`src/rtl/wps_pkg.sv`:
```
// Package: shared types and bit positions of the status byte.
// Assumes an 8-bit status byte with the lock bit at 7 and protect bits at 3:2.
package wps_pkg;

    typedef enum logic {
        WR_ARRAY  = 1'b0,
        WR_STATUS = 1'b1
    } wr_kind_e;

    // Non-volatile part of the status byte that a status write may change.
    typedef struct packed {
        logic       lock;
        logic [1:0] bp;
    } nv_bits_t;

    localparam int SR_W        = 8;
    localparam int SR_LOCK_POS = 7;
    localparam int SR_ERA_POS  = 6;
    localparam int SR_CMP_POS  = 4;
    localparam int SR_BP_HI    = 3;
    localparam int SR_BP_LO    = 2;
    localparam int SR_WEL_POS  = 1;
    localparam int SR_BSY_POS  = 0;

endpackage

```
`src/rtl/wps_region_dec.sv`:
```
// Region decoder: tells whether an array address falls in the region
// guarded by the block-protect bits. The counter area at the bottom of
// the array is exempt. Assumes ADDR_W >= 3 and CNT_BYTES below a quarter
// of the array.
module wps_region_dec #(
    parameter int ADDR_W    = 10,
    parameter int CNT_BYTES = 32
) (
    input  logic [1:0]        bp_i,
    input  logic [ADDR_W-1:0] addr_i,
    output logic              guarded_o
);
    localparam logic [ADDR_W-1:0] QTR_BASE  = ADDR_W'(3) << (ADDR_W - 2);
    localparam logic [ADDR_W-1:0] HALF_BASE = ADDR_W'(1) << (ADDR_W - 1);
    localparam logic [ADDR_W-1:0] CNT_LIMIT = ADDR_W'(CNT_BYTES);

    logic in_range;
    logic in_counter;

    // Compare the address against the lower bound chosen by the protect bits.
    always_comb begin
        unique case (bp_i)
            2'b00:   in_range = 1'b0;
            2'b01:   in_range = (addr_i >= QTR_BASE);
            2'b10:   in_range = (addr_i >= HALF_BASE);
            default: in_range = 1'b1;
        endcase
    end

    // Exempt the counter area only if the parameters define one.
    generate
        if (CNT_BYTES > 0) begin : g_cnt
            assign in_counter = (addr_i < CNT_LIMIT);
        end else begin : g_nocnt
            assign in_counter = 1'b0;
        end
    endgenerate

    assign guarded_o = in_range && !in_counter;

endmodule

```
`src/rtl/wps_gate.sv`:
```
// Write gate: combines the enable latch, busy state, region guard and the
// status lock (lock bit plus pin) into a single allow decision for the
// request presented this cycle. Purely combinational.
module wps_gate
    import wps_pkg::*;
(
    input  logic     req_valid_i,
    input  wr_kind_e kind_i,
    input  logic     wel_i,
    input  logic     busy_i,
    input  logic     guarded_i,
    input  logic     lock_bit_i,
    input  logic     wp_pin_i,
    output logic     allow_o
);
    logic base_ok;
    logic sr_locked;

    assign base_ok   = req_valid_i && wel_i && !busy_i;
    assign sr_locked = lock_bit_i && !wp_pin_i;

    // Choose the kind-specific condition on top of the common one.
    always_comb begin
        unique case (kind_i)
            WR_ARRAY:  allow_o = base_ok && !guarded_i;
            WR_STATUS: allow_o = base_ok && !sr_locked;
            default:   allow_o = 1'b0;
        endcase
    end

endmodule

```
`src/rtl/wps_store.sv`:
```
// Status storage: the non-volatile lock and protect bits (flops with reset
// values), a readback shadow that freezes while busy, and the comparison
// and erased flags. Assumes commit_i is only raised for allowed writes.
module wps_store
    import wps_pkg::*;
#(
    parameter logic [SR_W-1:0] SR_INIT = 8'h10
) (
    input  logic            clk,
    input  logic            rst_n,
    input  logic            commit_i,
    input  logic [SR_W-1:0] wdata_i,
    input  logic            busy_i,
    input  logic            cmp_valid_i,
    input  logic            cmp_lower_i,
    output nv_bits_t        nv_o,
    output nv_bits_t        view_o,
    output logic            cmp_o,
    output logic            erased_o
);
    localparam nv_bits_t NV_INIT = '{lock: SR_INIT[SR_LOCK_POS],
                                     bp:   SR_INIT[SR_BP_HI:SR_BP_LO]};

    nv_bits_t nv_q;
    nv_bits_t view_q;
    logic     cmp_q;
    logic     era_q;

    // Live non-volatile bits: take the writable fields of an allowed write.
    always_ff @(posedge clk) begin
        if (!rst_n) begin
            nv_q <= NV_INIT;
        end else if (commit_i) begin
            nv_q.lock <= wdata_i[SR_LOCK_POS];
            nv_q.bp   <= wdata_i[SR_BP_HI:SR_BP_LO];
        end
    end

    // Readback shadow: follows the live bits only while the engine is idle.
    always_ff @(posedge clk) begin
        if (!rst_n) begin
            view_q <= NV_INIT;
        end else if (!busy_i) begin
            view_q <= nv_q;
        end
    end

    // Comparison flag: loaded from the counter comparator when it reports.
    always_ff @(posedge clk) begin
        if (!rst_n) begin
            cmp_q <= SR_INIT[SR_CMP_POS];
        end else if (cmp_valid_i) begin
            cmp_q <= cmp_lower_i;
        end
    end

    // Erased flag: holds its reset value in this model.
    always_ff @(posedge clk) begin
        if (!rst_n) begin
            era_q <= SR_INIT[SR_ERA_POS];
        end else begin
            era_q <= era_q;
        end
    end

    assign nv_o     = nv_q;
    assign view_o   = view_q;
    assign cmp_o    = cmp_q;
    assign erased_o = era_q;

endmodule

```
`src/rtl/wps_status_unit.sv`:
```
// Top: write-protection and status unit. Decides per request whether an
// array or status write may proceed and presents the status byte.
// Assumes requests come from a decoder that holds them for one cycle.
module wps_status_unit
    import wps_pkg::*;
#(
    parameter int              ADDR_W    = 10,
    parameter int              CNT_BYTES = 32,
    parameter logic [SR_W-1:0] SR_INIT   = 8'h10
) (
    input  logic              clk,
    input  logic              rst_n,
    input  logic              wp_pin_i,
    input  logic              req_valid_i,
    input  logic              req_kind_i,
    input  logic [ADDR_W-1:0] req_addr_i,
    input  logic [SR_W-1:0]   req_data_i,
    input  logic              wel_i,
    input  logic              busy_i,
    input  logic              cmp_valid_i,
    input  logic              cmp_lower_i,
    output logic              allow_o,
    output logic [SR_W-1:0]   status_o
);
    wr_kind_e kind;
    nv_bits_t nv_live;
    nv_bits_t nv_view;
    logic     guarded;
    logic     commit;
    logic     cmp_flag;
    logic     era_flag;

    assign kind   = wr_kind_e'(req_kind_i);
    assign commit = allow_o && (kind == WR_STATUS);

    wps_region_dec #(
        .ADDR_W   (ADDR_W),
        .CNT_BYTES(CNT_BYTES)
    ) u_region (
        .bp_i     (nv_live.bp),
        .addr_i   (req_addr_i),
        .guarded_o(guarded)
    );

    wps_gate u_gate (
        .req_valid_i(req_valid_i),
        .kind_i     (kind),
        .wel_i      (wel_i),
        .busy_i     (busy_i),
        .guarded_i  (guarded),
        .lock_bit_i (nv_live.lock),
        .wp_pin_i   (wp_pin_i),
        .allow_o    (allow_o)
    );

    wps_store #(
        .SR_INIT(SR_INIT)
    ) u_store (
        .clk        (clk),
        .rst_n      (rst_n),
        .commit_i   (commit),
        .wdata_i    (req_data_i),
        .busy_i     (busy_i),
        .cmp_valid_i(cmp_valid_i),
        .cmp_lower_i(cmp_lower_i),
        .nv_o       (nv_live),
        .view_o     (nv_view),
        .cmp_o      (cmp_flag),
        .erased_o   (era_flag)
    );

    // Assemble the readback byte: frozen non-volatile bits, live latch/busy.
    always_comb begin
        status_o                     = '0;
        status_o[SR_LOCK_POS]        = nv_view.lock;
        status_o[SR_ERA_POS]         = era_flag;
        status_o[SR_CMP_POS]         = cmp_flag;
        status_o[SR_BP_HI:SR_BP_LO]  = nv_view.bp;
        status_o[SR_WEL_POS]         = wel_i;
        status_o[SR_BSY_POS]         = busy_i;
    end

endmodule

```
`config.mk`:
```
export PLATFORM = sky130hd
export DESIGN_NAME = wps_status_unit
export DESIGN_NICKNAME = d
export VERILOG_FILES = /design/src/rtl/wps_pkg.sv /design/src/rtl/wps_region_dec.sv /design/src/rtl/wps_gate.sv /design/src/rtl/wps_store.sv /design/src/rtl/wps_status_unit.sv
export SDC_FILE = /design/constraint.sdc
export NUM_CORES = 1
export LEC_CHECK = 0
export CAP_MARGIN = 20
export CORE_AREA = 2 2 39 41
export CTS_CLUSTER_DIAMETER = 80
export DETAILED_ROUTE_END_ITERATION = 16
export DIE_AREA = 0 0 41 43
export GPL_ROUTABILITY_DRIVEN = 0
export PLACE_DENSITY = 0.77
export RECOVER_POWER = 50
export SYNTH_ARGS = -nofsm -noshare
export SYNTH_HDL_FRONTEND = slang
export SYNTH_HIERARCHICAL = 1
export SYNTH_SLANG_ARGS = --single-unit
```
`constraint.sdc`:
```
create_clock -name clk -period 2.7 [get_ports clk]
set_input_delay 0.54 -clock clk [delete_from_list [all_inputs] [get_ports clk]]
set_output_delay 0.54 -clock clk [all_outputs]
set_load 0.03 [all_outputs]
```
After elaboration in Yosys (flattened, before gate mapping)
Cells that the tools add are included.
{"block": "classes", "n_lt_le_gt_ge": 3, "eq_ne": 2, "n_mux": 2, "n_bitwise": 1, "reduce_logical": 13}
{"op": "$ge 10x10->1 const B", "n": 2}
{"op": "$lt 10x6->1 const B", "n": 1}
{"op": "$logic_and 1x1->1", "n": 7}
{"op": "$logic_not 1->1", "n": 5}
{"op": "$pmux 1 s3", "n": 1}
{"op": "$eq 2x1->1 const B", "n": 1}
{"op": "$eq 2x2->1 const B", "n": 1}
{"op": "$logic_not 2->1", "n": 1}
{"op": "$pmux 1 s2", "n": 1}
{"op": "$not 1->1", "n": 1}
{"block": "word_totals", "register_bits": 7, "input_bits": 27, "word_cells": 26}

Logic depth before layout (Yosys ltp)
{"block": "depth", "word_depth": 7, "mapped_depth": 6, "mapped_depth_nobuf": 6}

By module
The synthesis kept the hierarchy.
{"module": "wps_store", "n_inst": 1, "cells_per_inst": 23, "area_per_inst_um2": 262.8, "seq_area_each_um2": 140.1}
{"module": "wps_status_unit", "n_inst": 1, "cells_per_inst": 7, "area_per_inst_um2": 47.5, "seq_area_each_um2": 0.0}
{"module": "wps_gate", "n_inst": 1, "cells_per_inst": 4, "area_per_inst_um2": 43.8, "seq_area_each_um2": 0.0}
{"module": "wps_region_dec", "n_inst": 1, "cells_per_inst": 5, "area_per_inst_um2": 31.3, "seq_area_each_um2": 0.0}

Worst setup path after synthesis
Ideal clock, no wire load.
{"block": "synth_path", "path_type": "input to register", "startpoint": "in req_addr_i[5]", "endpoint": "reg u_store.nv_q (netlist bit u_store/nv_o[0])", "t_arrival_ps": 1988, "required_time_ps": 2584, "path_slack_ps": 596, "stages": 6, "n_path_buf": 0, "cell_sequence": "nor4_2 > o22ai_1 > a2111oi_4 > and2_1 > mux2i_1 > nor2b_1"}
{"block": "synth_via", "elab_chain_cells": 7, "elab_cells_between_ends": 10, "cone_classes": "3 x order compare; 2 x mux; 5 x reduce/logical"}
{"item": "start, declared", "line": "wps_status_unit.sv:16", "rtl": "input logic [ADDR_W-1:0] req_addr_i,"}
{"item": "$ge 10x10->1 (tied with other cells)", "line": "wps_region_dec.sv:25", "rtl": "2'b10: in_range = (addr_i >= HALF_BASE);"}
{"item": "$pmux 1 s3 or $logic_not 1->1 (tied branches)", "line": "wps_region_dec.sv:22, wps_region_dec.sv:39"}
{"item": "$logic_and 1x1->1 *", "line": "wps_region_dec.sv:39", "rtl": "assign guarded_o = in_range && !in_counter;"}
{"item": "via guarded", "line": "wps_status_unit.sv:28", "rtl": "logic guarded;"}
{"item": "$logic_not 1->1 *", "line": "wps_gate.sv:25", "rtl": "WR_ARRAY: allow_o = base_ok && !guarded_i;"}
{"item": "$logic_and 1x1->1 *", "line": "wps_gate.sv:25"}
{"item": "$pmux 1 s2 *", "line": "wps_gate.sv:24", "rtl": "unique case (kind_i)"}
{"item": "via allow_o", "line": "wps_status_unit.sv:22", "rtl": "output logic allow_o,"}
{"item": "$logic_and 1x1->1 *", "line": "wps_status_unit.sv:34", "rtl": "assign commit = allow_o && (kind == WR_STATUS);"}
{"item": "via commit", "line": "wps_status_unit.sv:29", "rtl": "logic commit;"}
{"item": "end, declared", "line": "wps_store.sv:24", "rtl": "nv_bits_t nv_q;"}
The timed path passes the listed nets; every way through them passes the cells marked *.
A chain may end at the register's enable or synchronous reset.

Worst setup path in the final report
{"block": "layout_path", "startpoint": "in req_addr_i[5]", "endpoint": "out allow_o"}
{"block": "layout_via", "elab_chain_cells": 6, "elab_cells_between_ends": 9, "cone_classes": "3 x order compare; 2 x mux; 4 x reduce/logical"}
{"item": "$ge 10x10->1 (tied with other cells)", "line": "wps_region_dec.sv:25"}
{"item": "$pmux 1 s3 or $logic_not 1->1 (tied branches)", "line": "wps_region_dec.sv:22, wps_region_dec.sv:39"}
{"item": "$logic_and 1x1->1 *", "line": "wps_region_dec.sv:39"}
{"item": "via guarded", "line": "wps_status_unit.sv:28"}
{"item": "$logic_not 1->1 *", "line": "wps_gate.sv:25"}
{"item": "$logic_and 1x1->1 *", "line": "wps_gate.sv:25"}
{"item": "$pmux 1 s2 *", "line": "wps_gate.sv:24"}
{"item": "end, declared", "line": "wps_status_unit.sv:22"}
Marks and branches as above.

==> reports/qor.txt <==
Core Footprint - 0.001384 sq mm
Syn_nets - 66
Largest net degree at the start of global routing - 8
Routed len/inst - 10.82 microns
Antenna cells - 0
First-pass GRT wire length - 1193 microns
DRT antenna net count - 0
CP max stage cell - clkdlybuf4s50_1
Hold Startpoint - u_store/cmp_o
Fin. Hold Viols - 0
Starting density of the core - 0.2785
Xor and xnor area share after synthesis - 0
Cell count of the worst reg-to-reg path - 6
Static leakage - 0.2468 nW
Fin Hold WS - 0.4855 ns
Internal reg-to-reg setup slack - 1.08 ns
Vias in the first global route - 331
CTS tree - built
Initial DRC Count - 1
Reg-to-Reg End - u_store/nv_o[1]
Row Count - 14
Syn Std Cell Area - 385.4 sq um
H-tree depth - 1
Setup bufs post-CTS - 0
Initial antenna violation count - 0
Clock Tree Root - clkbuf_4
Yosys Warn Count - 6
DIE WIDTH - 41 microns
Main combinational cell family by area after synthesis - simple AND/OR/NAND/NOR gates
Drt pass-1 iters - 3
GRT Total Usage - 0.1028
Compound-Gate Fraction of Synth Area - 0.1006
Register area share after synthesis - 0.3636
Post-synthesis mux area share - 0.1818
Hold/Removal Path Class - flop to flop
PD cells - 410.0 mW/mm^2
Mean post-synth cell area - 9.881 sq um
Worst Path Max Fanout - 2
Largest stage delay, worst path - 0.41 ns
Unique masters post-synth - 13
Fin nets - 89
Post-Route WL - 833 microns
Post-Synthesis Cells - 39
Yosys reg bits - 7
DRC - 0
Final global-route overflow total - 0
Adder-Cell Fraction of Synth Area - 0
Inserted Clock Buffers - 3
Share of layout cells above drive strength 1 - 0.09836
Worst setup EP type - output port
Max clock buf depth - 2
Setup TNS - 0 ns
Vias/cell - 4.182
Synth-to-layout area growth - 60.39%
Critical path class - input port to output port
Placed Area - 595.6 sq um
Worst setup SP type - input port
Worst skew pair latency - 0.24 ns
Clk pin slew, worst setup/hold paths - 0.05 ns
Final Max Slew Viols - 0
Die area - 0.001763 sq mm
Clock Skews - 0.007059 ns
Hold endpoint - u_store/cmp_o
RSZ-0062 raised after global routing - false
# hold bufs at CTS - 0
Setup-failing EPs final - 0
Design area - 618.1 sq um
Hold Path Cell Cnt - 2
Status - finished clean
CTS sink cnt - 7
Io pins - 36
Peak VDD IR - 297.4 uV
Vias after detailed routing - 322
Simple-gate share of the synthesized area - 0.1981
Critical-path cell list - clkdlybuf4s50_1, nor4_2, o22ai_1, a2111oi_4, buf_4
Die height - 43 microns
DP HPWL - 695.6 microns
Port buffer count - 23
Final period utilization - 0.9078
Fmax - 408.0 MHz
Reg-to-Reg Start - u_store/nv_o[0]
Total of max-cap violations - 0
CP required - 2.16 ns
Critical Path AT - 1.91 ns
PostCTS Resize Cnt - 0
Tmin final - 2.451 ns
-- worst max-delay path by stage --
stage                             start  cells after the start               to
after floorplan           req_addr_i[5]                      6  u_store/nv_o[0]
final                     req_addr_i[5]                      5          allow_o
after global routing      req_addr_i[5]                      5          allow_o
after CTS                 req_addr_i[5]                      5          allow_o
after global placement    req_addr_i[5]                      5          allow_o
after detailed placement  req_addr_i[5]                      5          allow_o
-- state kept, by name (all words and copies together), names as in the netlist --
register / flops
u_store/view_o: 3
u_store/cmp_o: 1
u_store/nv_o: 3
-- cell families after synthesis --
family / count (synthesis)
AO/OA/AOI/OAI: 3
AND/OR/NAND/NOR: 12
multiplexers: 7
other: 2
flip-flops: 7
buffers and inverters: 8
-- power by group --
part           switching [mW]  leakage, nW  internal (mW)
clock                  0.0344       0.0150         0.0561
combinational          0.0236        0.175         0.0320
sequential            0.00151       0.0568          0.106
-- cell type report --
type                            count  area (sq um)
Tap cell                           16         20.02
Inverter                            2         7.507
Timing Repair Buffer               24         231.5
Fill cell                         143         765.7
Multi-Input combinational cell     24         192.7
Clock buffer                        4         26.28
Sequential cell                     7         140.1
-- placed cells by master, fill, tap and decap left out, types with 2 or more instances in the layout --
cell and n:
clkdlybuf4s50_1 17, clkbuf_4 3, inv_1 2, dlygate4sd3_1 5, nand2_1 3, clkbuf_1 2, dfxtp_1 7, mux2i_1 7
nor2b_1 6, conb_1 2
-- worst max-delay path, delay by kind of cell --
family          cells  cell delay (ns)
simple gates        1             0.27
buf+inv             2             0.63
compound gates      2             0.47
-- per-layer routing --
layer  routed length (microns)  global-route usage  part of all wire  up-vias
li1                          -                   -                 -      166
met1                       328             0.09446              0.39      142
met2                       429              0.1781              0.52       14
met3                        75             0.03665             0.090        0
met4                         0             0.06000                 0        0
met5                         0                   0                 0        -
-- synthesized netlist by cell type --
| master | count | area share |
|---|---|---|
| nand2_1 | 3 | 0.029 |
| a2111oi_4 | 1 | 0.071 |
| a21oi_1 | 1 | 0.013 |
| nor4_2 | 1 | 0.032 |
| inv_1 | 2 | 0.019 |
| nor2b_1 | 6 | 0.097 |
| dfxtp_1 | 7 | 0.36 |
| conb_1 | 2 | 0.019 |
| buf_4 | 6 | 0.12 |
| and2_1 | 1 | 0.016 |
| o22ai_1 | 1 | 0.016 |
| mux2i_1 | 7 | 0.18 |
| and3b_1 | 1 | 0.023 |
-- through the flow --
stage | instances | utilization | worst slack [ns] | total power [mW]
CTS | 77 | 0.4494 | 0.2323 | 0.2578
floorplan | 39 | - | 0.5962 | 0.1372
detailed placement | 73 | 0.4304 | 0.2341 | 0.1668
finish | 77 | 0.4467 | 0.2491 | 0.2534
global route | 77 | 0.4467 | 0.1897 | 0.2663
global placement | 73 | 0.4304 | 0.2746 | 0.1656
Power figures use the tool's default switching activity.
